==> src/rtl/shadow_pwm_pkg.sv <==
package shadow_pwm_pkg;
  localparam int ADDR_W = 6;
  localparam int CTRL_W = 16;

  // byte addresses decoded by software
  localparam logic [ADDR_W-1:0] A_PER_ACT = 6'h08;
  localparam logic [ADDR_W-1:0] A_CMP_ACT = 6'h0C;
  localparam logic [ADDR_W-1:0] A_PER_STG = 6'h10;
  localparam logic [ADDR_W-1:0] A_CMP_STG = 6'h14;
  localparam logic [ADDR_W-1:0] A_CTRL    = 6'h2A;

  // control bit positions
  localparam int B_RUN  = 4;
  localparam int B_WAVE = 9;
  localparam int B_INV  = 10;

  // index of each double-buffered timing value
  localparam int N_TIMING = 2;
  localparam int IDX_PER  = 0;
  localparam int IDX_CMP  = 1;
endpackage

==> src/rtl/pwm_dbuf_reg.sv <==
module pwm_dbuf_reg #(
  parameter int W = 32
) (
  input  logic         clk,
  input  logic         rst_n,
  input  logic         wr_act,
  input  logic         wr_stg,
  input  logic [W-1:0] wdata,
  input  logic         wrap,
  output logic [W-1:0] act_val,
  output logic [W-1:0] stg_val,
  output logic         pending
);
  logic [W-1:0] act_q, stg_q;
  logic         pend_q;

  always_ff @(posedge clk or negedge rst_n) begin
    if (!rst_n) begin
      act_q  <= '0;
      stg_q  <= '0;
      pend_q <= 1'b0;
    end else begin
      // transfer at the period boundary, a direct write overrides it
      if (wrap && pend_q) act_q <= stg_q;
      if (wr_act)         act_q <= wdata;
      if (wr_stg) begin
        stg_q  <= wdata;
        pend_q <= 1'b1;
      end else if (wrap) begin
        pend_q <= 1'b0;
      end
    end
  end

  assign act_val = act_q;
  assign stg_val = stg_q;
  assign pending = pend_q;
endmodule

==> src/rtl/pwm_regfile.sv <==
module pwm_regfile
  import shadow_pwm_pkg::*;
#(
  parameter int W = 32
) (
  input  logic              clk,
  input  logic              rst_n,
  input  logic              reg_wr,
  input  logic [ADDR_W-1:0] reg_addr,
  input  logic [W-1:0]      reg_wdata,
  input  logic              wrap,
  output logic [W-1:0]      reg_rdata,
  output logic [W-1:0]      per_act,
  output logic [W-1:0]      cmp_act,
  output logic [CTRL_W-1:0] ctrl,
  output logic [N_TIMING-1:0] pend
);
  logic [W-1:0] act_v [N_TIMING];
  logic [W-1:0] stg_v [N_TIMING];
  logic [CTRL_W-1:0] ctrl_q;

  for (genvar g = 0; g < N_TIMING; g++) begin : g_timing
    localparam logic [ADDR_W-1:0] ADR_ACT = (g == IDX_PER) ? A_PER_ACT : A_CMP_ACT;
    localparam logic [ADDR_W-1:0] ADR_STG = (g == IDX_PER) ? A_PER_STG : A_CMP_STG;
    pwm_dbuf_reg #(.W(W)) u_dbuf (
      .clk     (clk),
      .rst_n   (rst_n),
      .wr_act  (reg_wr && reg_addr == ADR_ACT),
      .wr_stg  (reg_wr && reg_addr == ADR_STG),
      .wdata   (reg_wdata),
      .wrap    (wrap),
      .act_val (act_v[g]),
      .stg_val (stg_v[g]),
      .pending (pend[g])
    );
  end

  always_ff @(posedge clk or negedge rst_n) begin
    if (!rst_n) ctrl_q <= '0;
    else if (reg_wr && reg_addr == A_CTRL) ctrl_q <= reg_wdata[CTRL_W-1:0];
  end

  always_comb begin
    reg_rdata = '0;
    case (reg_addr)
      A_PER_ACT: reg_rdata = act_v[IDX_PER];
      A_CMP_ACT: reg_rdata = act_v[IDX_CMP];
      A_PER_STG: reg_rdata = stg_v[IDX_PER];
      A_CMP_STG: reg_rdata = stg_v[IDX_CMP];
      A_CTRL:    reg_rdata[CTRL_W-1:0] = ctrl_q;
      default:   reg_rdata = '0;
    endcase
  end

  assign per_act = act_v[IDX_PER];
  assign cmp_act = act_v[IDX_CMP];
  assign ctrl    = ctrl_q;
endmodule

==> src/rtl/pwm_timebase.sv <==
module pwm_timebase #(
  parameter int W = 32
) (
  input  logic         clk,
  input  logic         rst_n,
  input  logic         run,
  input  logic [W-1:0] period,
  output logic [W-1:0] count,
  output logic         wrap
);
  logic [W-1:0] cnt_q;

  // ">=" keeps the counter bounded when the period is lowered mid-count
  assign wrap = run && (cnt_q >= period);

  always_ff @(posedge clk or negedge rst_n) begin
    if (!rst_n)   cnt_q <= '0;
    else if (run) cnt_q <= wrap ? '0 : cnt_q + 1'b1;
  end

  assign count = cnt_q;
endmodule

==> src/rtl/pwm_wavegen.sv <==
module pwm_wavegen #(
  parameter int W = 32
) (
  input  logic [W-1:0] count,
  input  logic [W-1:0] period,
  input  logic [W-1:0] compare,
  input  logic         wave_en,
  input  logic         invert,
  output logic         wave
);
  logic level;

  always_comb begin
    if (compare >= period) level = 1'b1;
    else                   level = (count < compare);
  end

  // the enable gate sits after the polarity so a disabled output is low
  assign wave = wave_en & (level ^ invert);
endmodule

==> src/rtl/shadow_pwm.sv <==
module shadow_pwm
  import shadow_pwm_pkg::*;
#(
  parameter int W = 32
) (
  input  logic              clk,
  input  logic              rst_n,
  input  logic              reg_wr,
  input  logic [ADDR_W-1:0] reg_addr,
  input  logic [W-1:0]      reg_wdata,
  output logic [W-1:0]      reg_rdata,
  output logic              pwm_out
);
  logic [W-1:0]        per_act, cmp_act, cnt;
  logic [CTRL_W-1:0]   ctrl;
  logic [N_TIMING-1:0] pend;
  logic                wrap;

  pwm_regfile #(.W(W)) u_regs (
    .clk       (clk),
    .rst_n     (rst_n),
    .reg_wr    (reg_wr),
    .reg_addr  (reg_addr),
    .reg_wdata (reg_wdata),
    .wrap      (wrap),
    .reg_rdata (reg_rdata),
    .per_act   (per_act),
    .cmp_act   (cmp_act),
    .ctrl      (ctrl),
    .pend      (pend)
  );

  pwm_timebase #(.W(W)) u_tb (
    .clk    (clk),
    .rst_n  (rst_n),
    .run    (ctrl[B_RUN]),
    .period (per_act),
    .count  (cnt),
    .wrap   (wrap)
  );

  pwm_wavegen #(.W(W)) u_wave (
    .count   (cnt),
    .period  (per_act),
    .compare (cmp_act),
    .wave_en (ctrl[B_WAVE]),
    .invert  (ctrl[B_INV]),
    .wave    (pwm_out)
  );
endmodule

==> config.mk <==
export PLATFORM = sky130hd
export DESIGN_NAME = shadow_pwm
export DESIGN_NICKNAME = d
export VERILOG_FILES = /design/src/rtl/shadow_pwm_pkg.sv /design/src/rtl/pwm_dbuf_reg.sv /design/src/rtl/pwm_regfile.sv /design/src/rtl/pwm_timebase.sv /design/src/rtl/pwm_wavegen.sv /design/src/rtl/shadow_pwm.sv
export SDC_FILE = /design/constraint.sdc
export NUM_CORES = 1
export LEC_CHECK = 0
export ABC_AREA = 1
export BUFFER_PORTS_ARGS = -buffer_cell sky130_fd_sc_hd__buf_4
export CAP_MARGIN = 20
export CORE_MARGIN = 4
export CORE_UTILIZATION = 51
export CTS_BUF_LIST = sky130_fd_sc_hd__clkbuf_8
export CTS_CLUSTER_SIZE = 16
export DETAILED_ROUTE_END_ITERATION = 10
export GPL_TIMING_DRIVEN = 0
export PLACE_DENSITY = 0.71
export RECOVER_POWER = 25
export SLEW_MARGIN = 20
export SYNTH_ARGS = -nofsm -noshare
export SYNTH_HDL_FRONTEND = slang
export SYNTH_HIERARCHICAL = 1
export SYNTH_SLANG_ARGS = --single-unit
==> constraint.sdc <==
create_clock -name clk -period 2.2 [get_ports clk]
set_clock_uncertainty 0.05 [all_clocks]
set_input_delay 0.11 -clock clk [delete_from_list [all_inputs] [get_ports clk]]
set_output_delay 0.11 -clock clk [all_outputs]
set_load 0.005 [all_outputs]
==> flow_metrics.env <==
export IMPL_status="finished, violations left"
export IMPL_violations="setup timing"
export IMPL_synth_fa_ha_area_frac=0.0955
export IMPL_timing_critical_path_buf_inv=1
export IMPL_yosysTopAreaCell="dfrtp_1"
export IMPL_worstSetupPathType="flip-flop to output pin"
export IMPL_num_rows=57
export IMPL_tightest_slew_ns=1.11
export IMPL_rsz0062_at_grt="true"
export IMPL_synthMuxAreaShare=0
export IMPL_clock_latency_ns=0.49
export IMPL_vias_per_cell=5.34
export IMPL_slew_violations=0
export IMPL_holdPathStages=7
export IMPL_grt_max_degree=78
export IMPL_whs_ns=0.188
export IMPL_worst_ep_required_time_ns=2.04
export IMPL_setup_tns_ns=-13.90
export IMPL_synth_top_area_frac=0.354
export IMPL_synth_seq_cells=178
export IMPL_drtAntennaViolNets=0
export IMPL_numCtsBuffers=17
export IMPL_dp_cells=2198
export IMPL_post_drt_wl_per_cell_um=16.9
export IMPL_clk_pin_slew_worst_paths_ns=0.13
export IMPL_syn_area_um2=12600
export IMPL_cts_tree="done"
export IMPL_met1_usage=0.403
export IMPL_cp_max_fo=5
export IMPL_syn_instance_count=1799
export IMPL_worst_path_stages=11
export IMPL_timing_final_ws_setup_ns=-0.426
export IMPL_hold_path_class="input pin to flip-flop"
export IMPL_use_met2=0.469
export IMPL_power_density_nw_per_um2=618
export IMPL_p_total_mw=9.94
export IMPL_synth_compound_area_frac=0.0572
export IMPL_io_buffers=73
export IMPL_synthDistinctLibCells=37
export IMPL_seq_area_frac_synth=0.354
export IMPL_pin_count=74
export IMPL_core_um2=24300
export IMPL_fin_nets=2152
export IMPL_met3_usage=0.0419
export IMPL_cts_htree_levels=4
export IMPL_grt_pass1_wl_um=62100
export IMPL_synth_top_family_by_area="simple AND/OR/NAND/NOR gates"
export IMPL_area_growth_pct=27.7
export IMPL_die_y_um=165
export IMPL_drc=0
export IMPL_fmax_mhz=381
export IMPL_final_area_um2=16100
export IMPL_fin_util=0.661
export IMPL_dieArea_um2=27200
export IMPL_cpMaxStageDelayCell="dfrtp_2"
export IMPL_antennaDiodeCount=0
export IMPL_slew_headroom=0.257
export IMPL_synth_xor_area_share=0.0132
export IMPL_period_share=1.19
export IMPL_fin_cells=2352
export IMPL_drive_gt1_frac=0.277
export IMPL_avgSynthCellArea_um2=6.99
export IMPL_path_cells="ha_1 -> a21oi_1 -> o21ai_0 -> a21oi_1 -> nand2_1 -> nand2_1 -> nand2_2 -> nand3_2 -> nand2_2 -> nor2_4 -> buf_6"
export IMPL_cap_violations=0
export IMPL_place_gp_congestion=0.909
export IMPL_dr_first_iter_drc_count=1009
export IMPL_vias=12560
export IMPL_wl_um=39800
export IMPL_top_usage_layer="met2"
export IMPL_arrival_ns=2.47
export IMPL_ir_drop_v=0.000411
export IMPL_crit_family="compound AO/OA/AOI/OAI gates"
export IMPL_critical_path_endpoint_type="output pin"
export IMPL_synth_area_leaders="dfrtp_1, nand2_1, ha_1, inv_1, nand3_1"
export IMPL_clockBufferDepth=2
export IMPL_hold_viol=0
export IMPL_synth_net_count=1936
export IMPL_clock_sinks=178
export IMPL_pre_cts_slack_ns=-0.775
export IMPL_grt_antenna_before_repair=0
export IMPL_drtPass1Iterations=5
export IMPL_grt_pass1_vias=11902
export IMPL_placed_area_um2=13600
export IMPL_fillers=2016
export IMPL_period_needed_ns=2.63
export IMPL_die_w_um=165
export IMPL_dpl_hpwl_um=27800
export IMPL_gr_total_overflow=0
export IMPL_yosys_area_share_simple=0.382
export IMPL_cpPeakStageDelay_ns=0.47
export IMPL_leakage_nw=8.23
export IMPL_start_util=0.517
export IMPL_ys_warn_count=6
export IMPL_grt_usage=0.289
export IMPL_ff2ff_path_depth=14
export IMPL_setup_violations=65
export IMPL_worstSetupStartpointType="flip-flop"
export IMPL_root_buffer="clkbuf_8"
[Yosys cell counts]
master	instances
nand2_1	739
inv_1	181
dfrtp_1	178
nand3_1	131
nor2_1	104
ha_1	96
a21oi_1	76
nand2_2	63
buf_2	40
nand4_1	36
o21ai_1	23
a21oi_2	14
clkbuf_1	12
nor2_2	12
xor2_1	10
nand3_2	9
xnor2_1	9
buf_12	8
nor2_4	8
buf_4	7
inv_2	7
nor3_1	6
o21ai_0	6
buf_6	5
nor3_2	3
a21o_1	2
inv_4	2
o21a_1	2
o21bai_1	2
buf_1	1
clkinv_1	1
nand2_4	1
nor2_8	1
nor3_4	1
o21ai_2	1
o21bai_2	1
o22ai_1	1
[tightest hold or removal path: stages]
cell and delay [ns]:
buf_4 0.13, nor2_4 0.07, nand2_1 0.09, nor2_1 0.04, buf_2 0.15, nand2_1 0.07
nand2_1 0.05
[routing by layer]
metal / vias up / share of wire
met2: 489 / 0.48
met5: - / 0
met3: 98 / 0.069
met4: 0 / 0.027
li1: 6082 / -
met1: 5891 / 0.43
[cells by family after synthesis]
group                      count (synthesis)
DFF                                      178
buffers and inverters                    264
and+or+nand+nor                         1114
adders and majority gates                 96
xor gates and xnor gates                  19
AOI/OAI and AO/OA                        128
[final cells by class]
class	count	area (um^2)	share of cell area
clock inverters	15	186	0.0116
clock buffers	17	234	0.0146
flip-flops and latches	178	4510	0.281
inverters	191	727	0.0452
repair buffers	197	1750	0.109
multi-input cells	1357	7600	0.473
plain buffers	73	657	0.0409
well taps	324	405	0.0252
[state kept, by name (all words and copies together) (netlist names)]
name / cells
u_regs/g_timing.u_dbuf/pending: 2
u_regs/ctrl: 16
u_regs/g_timing.u_dbuf/stg_val: 64
u_tb/count: 32
u_regs/g_timing.u_dbuf/act_val: 64
[layout by cell type, fill, tap and decap left out, types with 4 or more instances in the layout]
cell type      count
a21oi_1           62
a21oi_2           25
buf_12            10
buf_16             4
buf_2             31
buf_4            143
buf_6             23
buf_8              6
clkbuf_1           9
clkbuf_8          20
clkinv_8           6
dfrtp_1          134
dfrtp_2           44
dlygate4sd3_1     36
ha_1              72
ha_4              24
inv_1            167
inv_2             20
inv_4              4
nand2_1          676
nand2_2          121
nand2_8            4
nand3_1          114
nand3_2           26
nand4_1           36
nor2_1            98
nor2_2            15
nor2_4            11
nor3_1             5
nor3_2             4
o21ai_0           19
o21ai_1           10
xnor2_1            9
xor2_1            10
[path summary, 6_finish.rpt]
kind | slack, ns | from | end
max | -0.43 | u_tb/count[11]$_DFFE_PN0P_ | pwm_out
min | 0.19 | reg_addr[3] | u_regs/g_timing[1].u_dbuf/stg_val[0]$_DFFE_PN0P_
max reg2reg | -0.28 | u_tb/count[31]$_DFFE_PN0P_ | u_regs/g_timing[0].u_dbuf/act_val[23]$_DFFE_PN0P_
min reg2reg | 0.46 | u_regs/g_timing[1].u_dbuf/stg_val[28]$_DFFE_PN0P_ | u_regs/g_timing[1].u_dbuf/stg_val[28]$_DFFE_PN0P_
max in group asynchronous | 0.01 | rst_n | u_regs/g_timing[0].u_dbuf/act_val[14]$_DFFE_PN0P_
min in group asynchronous | 0.52 | rst_n | u_tb/count[3]$_DFFE_PN0P_
[repair_timing]
action / 4_1_cts / 5_1_grt
endpoints found under the setup margin: 87 / 87
hold buffers: 36 / 0
resized for setup: 174 / 89
cloned: 8 / 1
pin swaps: 77 / 35
endpoints found under the hold margin: 243 / 0
setup buffers: 33 / 46
[power breakdown]
part           internal (mW)  switching [mW]  leakage [nW]  total [mW]
sequential              3.66           0.486          2.34        4.14
combinational           1.49            1.95          5.68        3.43
clock                  0.882            1.48         0.212        2.37
total                   6.03            3.92          8.23        9.94
(Power assumes the default switching activity.)
